$ cat config.mk
export PLATFORM = sky130hd
export DESIGN_NAME = bus_own_ctrl
export DESIGN_NICKNAME = d
export VERILOG_FILES = /design/src/rtl/bus_own_pkg.sv /design/src/rtl/bo_sync.sv /design/src/rtl/bo_idcap.sv /design/src/rtl/bo_arb.sv /design/src/rtl/bo_host_seq.sv /design/src/rtl/bus_own_ctrl.sv
export SDC_FILE = /design/constraint.sdc
export NUM_CORES = 1
export LEC_CHECK = 0
export BUFFER_PORTS_ARGS = -buffer_cell sky130_fd_sc_hd__buf_2
export CAP_MARGIN = 20
export CORE_MARGIN = 5
export CORE_UTILIZATION = 45
export DETAILED_ROUTE_END_ITERATION = 16
export PLACE_DENSITY = 0.72
export SLEW_MARGIN = 10
export SYNTH_ARGS = -nofsm -noshare
export SYNTH_HDL_FRONTEND = slang
export SYNTH_SLANG_ARGS = --single-unit
$ cat constraint.sdc
create_clock -name clk -period 4.2 [get_ports clk]
set_clock_uncertainty 0.2 [all_clocks]
set_input_delay 1.26 -clock clk [delete_from_list [all_inputs] [get_ports clk]]
set_output_delay 1.26 -clock clk [all_outputs]
set_load 0.1 [all_outputs]
$ cat src/rtl/bus_own_pkg.sv
package bus_own_pkg;

  typedef enum logic [1:0] {
    HS_IDLE    = 2'd0,
    HS_FLOAT   = 2'd1,
    HS_GRANT   = 2'd2,
    HS_RECLAIM = 2'd3
  } host_st_e;

  // ID 01 and 10 take part in arbitration, 00 and 11 run alone
  function automatic logic id_is_dual(input logic [1:0] id);
    return (id == 2'b01) || (id == 2'b10);
  endfunction

  // one-hot enable of the request line owned by an ID
  function automatic logic [1:0] id_line(input logic [1:0] id);
    return id_is_dual(id) ? id : 2'b00;
  endfunction

  // cur: 0 none, 1 or 2; req bit0 = line 1, bit1 = line 2, active high
  function automatic logic [1:0] next_owner(input logic [1:0] cur,
                                            input logic [1:0] req);
    logic keep;
    keep = ((cur == 2'd1) && req[0]) || ((cur == 2'd2) && req[1]);
    if (keep)        return cur;
    else if (req[0]) return 2'd1;
    else if (req[1]) return 2'd2;
    else             return 2'd0;
  endfunction

  // with no owner the bus parks on ID 01
  function automatic logic [1:0] parked(input logic [1:0] cur);
    return (cur == 2'd0) ? 2'd1 : cur;
  endfunction

endpackage

$ cat src/rtl/bo_sync.sv
module bo_sync #(
  parameter int W      = 1,
  parameter int STAGES = 2,
  parameter logic [W-1:0] RST_VAL = '1
) (
  input  logic         clk,
  input  logic         rst_n,
  input  logic [W-1:0] d_i,
  output logic [W-1:0] q_o
);
  logic [W-1:0] stg [STAGES];

  always_ff @(posedge clk or negedge rst_n) begin
    if (!rst_n) stg[0] <= RST_VAL;
    else        stg[0] <= d_i;
  end

  for (genvar g = 1; g < STAGES; g++) begin : g_stage
    always_ff @(posedge clk or negedge rst_n) begin
      if (!rst_n) stg[g] <= RST_VAL;
      else        stg[g] <= stg[g-1];
    end
  end

  assign q_o = stg[STAGES-1];
endmodule

$ cat src/rtl/bo_idcap.sv
module bo_idcap
  import bus_own_pkg::*;
(
  input  logic       clk,
  input  logic       rst_n,
  input  logic [1:0] id_i,
  output logic [1:0] id_o,
  output logic       vld_o,
  output logic       dual_o,
  output logic [1:0] line_oe_o
);
  logic [1:0] id_q;
  logic       vld_q;

  always_ff @(posedge clk or negedge rst_n) begin
    if (!rst_n) begin
      id_q  <= 2'b00;
      vld_q <= 1'b0;
    end else if (!vld_q) begin
      id_q  <= id_i;
      vld_q <= 1'b1;
    end
  end

  assign id_o      = id_q;
  assign vld_o     = vld_q;
  assign dual_o    = vld_q & id_is_dual(id_q);
  assign line_oe_o = vld_q ? id_line(id_q) : 2'b00;

  a_r2_id_frozen: assert property (@(posedge clk) disable iff (!rst_n)
    $past(vld_q) |-> $stable(id_q));
endmodule

$ cat src/rtl/bo_arb.sv
module bo_arb
  import bus_own_pkg::*;
(
  input  logic       clk,
  input  logic       rst_n,
  input  logic       en_i,
  input  logic       freeze_i,
  input  logic [1:0] req_i,
  output logic [1:0] owner_o
);
  logic [1:0] cur_q;
  logic       upd_w;

  assign upd_w = en_i & ~freeze_i;

  always_ff @(posedge clk or negedge rst_n) begin
    if (!rst_n)     cur_q <= 2'd0;
    else if (upd_w) cur_q <= next_owner(cur_q, req_i);
  end

  assign owner_o = parked(cur_q);

  a_r8_hold_under_host: assert property (@(posedge clk) disable iff (!rst_n)
    freeze_i |=> $stable(cur_q));
  a_r7_owner_legal: assert property (@(posedge clk) disable iff (!rst_n)
    cur_q != 2'd3);
endmodule

$ cat src/rtl/bo_host_seq.sv
module bo_host_seq
  import bus_own_pkg::*;
(
  input  logic clk,
  input  logic rst_n,
  input  logic hreq_i,
  output logic grant_o,
  output logic pins_on_o,
  output logic busy_o
);
  host_st_e st_q, st_d;

  always_comb begin
    st_d = st_q;
    unique case (st_q)
      HS_IDLE:    if (hreq_i) st_d = HS_FLOAT;
      HS_FLOAT:   st_d = hreq_i ? HS_GRANT : HS_RECLAIM;
      HS_GRANT:   if (!hreq_i) st_d = HS_RECLAIM;
      HS_RECLAIM: st_d = HS_IDLE;
      default:    st_d = HS_IDLE;
    endcase
  end

  always_ff @(posedge clk or negedge rst_n) begin
    if (!rst_n) st_q <= HS_IDLE;
    else        st_q <= st_d;
  end

  assign grant_o   = (st_q == HS_GRANT);
  assign pins_on_o = (st_q == HS_IDLE);
  assign busy_o    = (st_q != HS_IDLE);

  a_r3_float_first: assert property (@(posedge clk) disable iff (!rst_n)
    $rose(grant_o) |-> $past(st_q == HS_FLOAT));
  a_r4_grant_hold: assert property (@(posedge clk) disable iff (!rst_n)
    (grant_o && hreq_i) |=> grant_o);
endmodule

$ cat src/rtl/bus_own_ctrl.sv
module bus_own_ctrl
  import bus_own_pkg::*;
#(
  parameter int SYNC_STAGES = 2,
  parameter int NGRP        = 4
) (
  input  logic            clk,
  input  logic            rst_n,
  input  logic [1:0]      id_i,
  input  logic            host_req_n_i,
  input  logic            cs_n_i,
  input  logic [1:0]      preq_n_i,
  input  logic            cpa_n_i,
  input  logic            core_req_i,
  input  logic            dma_req_i,
  input  logic            mem_rdy_i,
  input  logic            rdy_push_i,
  output logic            req_n_o,
  output logic [1:0]      req_oe_o,
  output logic            cpa_drive_o,
  output logic            hgnt_n_o,
  output logic            hgnt_oe_o,
  output logic [NGRP-1:0] bus_oe_o,
  output logic            sdram_oe_o,
  output logic            rdy_o,
  output logic            rdy_oe_o
);
  localparam int NSYNC = 5;

  logic [NSYNC-1:0] raw_w, syn_w;
  logic             hreq_w, cs_w, cpa_w;
  logic [1:0]       preq_w;
  logic [1:0]       id_w, line_w, owner_w;
  logic             vld_w, dual_w;
  logic             grant_w, pins_on_w, busy_w;
  logic             is_owner_w, yield_w, own_req_w, rdy_act_w;

  assign raw_w  = {cpa_n_i, cs_n_i, host_req_n_i, preq_n_i};

  bo_sync #(.W(NSYNC), .STAGES(SYNC_STAGES), .RST_VAL('1)) u_sync (
    .clk(clk), .rst_n(rst_n), .d_i(raw_w), .q_o(syn_w));

  assign preq_w = ~syn_w[1:0];
  assign hreq_w = ~syn_w[2];
  assign cs_w   = ~syn_w[3];
  assign cpa_w  = ~syn_w[4];

  bo_idcap u_id (
    .clk(clk), .rst_n(rst_n), .id_i(id_i),
    .id_o(id_w), .vld_o(vld_w), .dual_o(dual_w), .line_oe_o(line_w));

  bo_host_seq u_host (
    .clk(clk), .rst_n(rst_n), .hreq_i(hreq_w),
    .grant_o(grant_w), .pins_on_o(pins_on_w), .busy_o(busy_w));

  bo_arb u_arb (
    .clk(clk), .rst_n(rst_n), .en_i(dual_w),
    .freeze_i(busy_w | hreq_w), .req_i(preq_w), .owner_o(owner_w));

  assign is_owner_w = vld_w & (dual_w ? (owner_w == id_w) : 1'b1);

  // owner running only DMA yields when another core asks for priority
  assign yield_w   = dual_w & cpa_w & is_owner_w & ~core_req_i;
  assign own_req_w = core_req_i | (dma_req_i & ~yield_w);

  assign req_oe_o    = line_w;
  assign req_n_o     = ~(own_req_w & (|line_w));
  assign cpa_drive_o = dual_w & core_req_i & ~is_owner_w;

  assign hgnt_oe_o  = is_owner_w;
  assign hgnt_n_o   = ~grant_w;
  assign bus_oe_o   = {NGRP{is_owner_w & pins_on_w}};
  assign sdram_oe_o = is_owner_w;

  assign rdy_act_w = vld_w & cs_w & hreq_w;
  assign rdy_oe_o  = rdy_act_w & (rdy_push_i | ~mem_rdy_i);
  assign rdy_o     = rdy_act_w & rdy_push_i & mem_rdy_i;

  a_r3_no_overlap: assert property (@(posedge clk) disable iff (!rst_n)
    !hgnt_n_o |-> (bus_oe_o == '0));
  a_r5_sdram_kept: assert property (@(posedge clk) disable iff (!rst_n)
    (hgnt_oe_o && !hgnt_n_o) |-> sdram_oe_o);
  a_r1_one_line: assert property (@(posedge clk) disable iff (!rst_n)
    $onehot0(req_oe_o));
  a_r10_cpa_slave_only: assert property (@(posedge clk) disable iff (!rst_n)
    cpa_drive_o |-> !sdram_oe_o);
  a_r9_ready_qual: assert property (@(posedge clk) disable iff (!rst_n)
    rdy_oe_o |-> (cs_w && hreq_w));
  a_r6_grant_src: assert property (@(posedge clk) disable iff (!rst_n)
    !hgnt_oe_o |-> (bus_oe_o == '0));
endmodule

==> results.cfg <==
[drt]
finalWirelength_um = 1300
wl_per_cell_um = 11.3
dr_total_vias = 531
drtIter0Drc = 0
drt_pre_antenna_iters = 1
viasPerCell = 4.62
drcViolationCount = 0
ant_nets = 0

[global_routing]
grt_overflow = 0
grt_pass1_wl_um = 2280
grt_max_degree = 18
antenna_found_initial = 0
grt_use_total_pct = 11.2
grt_pass1_vias = 562

[cells_and_area]
syn2layout_area_growth_pct = 19.2
n_antenna_cell = 0
drive_above_1_share_pct = 48.9
nNetsFinal = 110
fillCellCount = 161

[clock_tree]
clockRootBuffer = clkbuf_4
path_clk_slew_ns = 0.10
holdBufCountCts = 0
htreeDepth = 1
cts_tree = done
numCtsBuffers = 3
cts_sinks = 17
cts_buffer_depth = 2
ctsResizeCount = 0
clk_latency_ns = 0.28
postCtsSetupBuffers = 0

[setup_path]
worst-setup-path-type = primary input to primary output
critical_path_required_ns = 2.74
reg2reg_from = u_id.id_o[0]
r2r_end = u_arb.cur_q[1]
cp.arrival_ns = 2.24
start_kind = primary input
end_kind = primary output
worstPathMaxFanout = 3
reg2regPathDepth = 5
rrSetupSlack_ns = 2.47

[sta]
fin_crit_sh_pct = 88.1
finalSetupViolations = 0
finalSetupTns_ns = 0
slew_violations = 0
fin_crit_ns = 3.70
max_freq_ghz = 0.270
rsz0062_at_grt = false
hold_viol_final = 0

[die]
ios = 26
start_util_pct = 46.5
dieHeight_um = 52.0
die_w_um = 52.0
dieArea_um2 = 2710
fp-row-count = 15
core-area_um2 = 1710

[synthesis]
syn-num-nets = 85
synth_seq_cells = 17
syn_avg_cell_area_um2 = 12.0
yosysSeqAreaShare_pct = 55.1
synth_top_area_share_pct = 33.1
synth_area_leaders = dfstp_2 (33%), dfrtp_1 (22%), ha_1 (9.4%)
syn_area_um2 = 795
synth_top_area_cell = dfstp_2
ys_warn_count = 0
postSynthCellCount = 66
ys_types = 27

[placement]
port_buffers = 25
place.gp.congestion = 0.613

[hold_path]
hold_start = u_sync.stg[8]
min_path_cells = 0
min_to = u_sync.q_o[3]
hold_path.class = register to register

[job]
drv_cap = 0

[power]
pwr_density_cell_nw_per_um2 = 606
report.power.total_w = 0.000574
peakVddDrop_mv = 0.313
p_leak_nw = 0.478

[status]
status = finished clean
synth_stat cells, drive strengths merged:
library cell,number
o221ai,1
o21a,1
and4b,1
a211oi,1
dfrtp,7
dfstp,10
inv,6
nor4b,1
conb,1
buf,5
o21ai,3
o211a,1
xor2,1
and4bb,1
and2,2
mux2,2
a21oi,3
nand2b,1
mux2i,1
and4,1
a21o,1
nand2,4
ha,6
a22oi,1
o2bb2ai,2
nor2,2
worst max-delay path: stages:
cell and delay [ns]:
buf_2 0.11, nor4b_1 0.30, a21o_2 0.16, buf_2 0.41
per-layer routing:
| layer | track usage, % | up-vias | routed length, µm |
|---|---|---|---|
| li1 | - | 267 | - |
| met1 | 12.5 | 239 | 544 |
| met2 | 19.7 | 23 | 630 |
| met3 | 2.01 | 2 | 117 |
| met4 | 6.55 | 0 | 6 |
| met5 | 0 | - | 0 |
flip-flops by register name (all words and copies together) (netlist names):
| register | count |
|---|---|
| u_arb.cur_q | 2 |
| u_host.st_q | 2 |
| u_id.id_o | 2 |
| u_id.vld_o | 1 |
| u_sync.q_o | 5 |
| u_sync.stg | 5 |
area by class of cell:
class	count	area, µm²	share of cell area, %
repair buffers	25	125	13.2
well taps	25	31.3	3.30
flip-flops and latches	17	438	46.2
clock inverters	1	5.00	0.528
inverters	6	22.5	2.38
clock buffers	3	22.5	2.38
multi-input cells	38	303	32.0
worst max-delay path by stage:
stage               start        to  slack, ns  depth (start not counted)
6_report       core_req_i   req_n_o       0.50                          4
3_5_place_dp   core_req_i   req_n_o       0.51                          4
2_1_floorplan   mem_rdy_i  rdy_oe_o       0.60                          1
5_1_grt        core_req_i   req_n_o       0.45                          4
3_3_place_gp   core_req_i   req_n_o       0.53                          4
4_1_cts        core_req_i   req_n_o       0.49                          4
power breakdown:
group          internal [W]  switching [W]
Combinational     0.0000636       0.000214
Sequential         0.000194      0.0000200
Clock             0.0000353      0.0000462
stage by stage:
step / setup slack, ns / cell area [µm²] / hold slack (ns) / utilization, % / std cells
after CTS: 0.494 / 947 / 0.160 / 55.5 / 115
after detailed placement: 0.505 / 920 / 0.147 / 53.8 / 111
after floorplan: 0.597 / 798 / 0.145 / - / 66
after global routing: 0.449 / 947 / 0.164 / 55.5 / 115
final: 0.499 / 947 / 0.156 / 55.5 / 115
after global placement: 0.528 / 920 / 0.146 / 53.8 / 111
kinds of logic (layout without fill, tap and decap cells):
| family | after synthesis | count (layout) | share of synthesized area [%] |
|---|---|---|---|
| flip-flops | 17 | 17 | 55.1 |
| AO/OA/AOI/OAI | 14 | 14 | 12.3 |
| AND/OR/NAND/NOR | 13 | 13 | 10.2 |
| buffers and inverters | 11 | 35 | 7.24 |
| adder cells (fa/ha/maj) | 6 | 6 | 9.45 |
| multiplexers | 3 | 3 | 4.09 |
| other | 1 | 1 | 0.472 |
| XOR/XNOR | 1 | 1 | 1.10 |
cells in the final DEF, fill, tap and decap left out, drive strengths merged, types with 2 or more instances in the layout:
| master | Yosys | layout |
|---|---|---|
| clkbuf | 0 | 3 |
| nor2 | 2 | 2 |
| inv | 6 | 6 |
| a21oi | 3 | 3 |
| nand2 | 4 | 4 |
| dfrtp | 7 | 7 |
| dfstp | 10 | 10 |
| buf | 5 | 25 |
| mux2 | 2 | 2 |
| o21ai | 3 | 3 |
| ha | 6 | 6 |
| o2bb2ai | 2 | 2 |
| and2 | 2 | 2 |
Power figures use the tool's default switching activity.
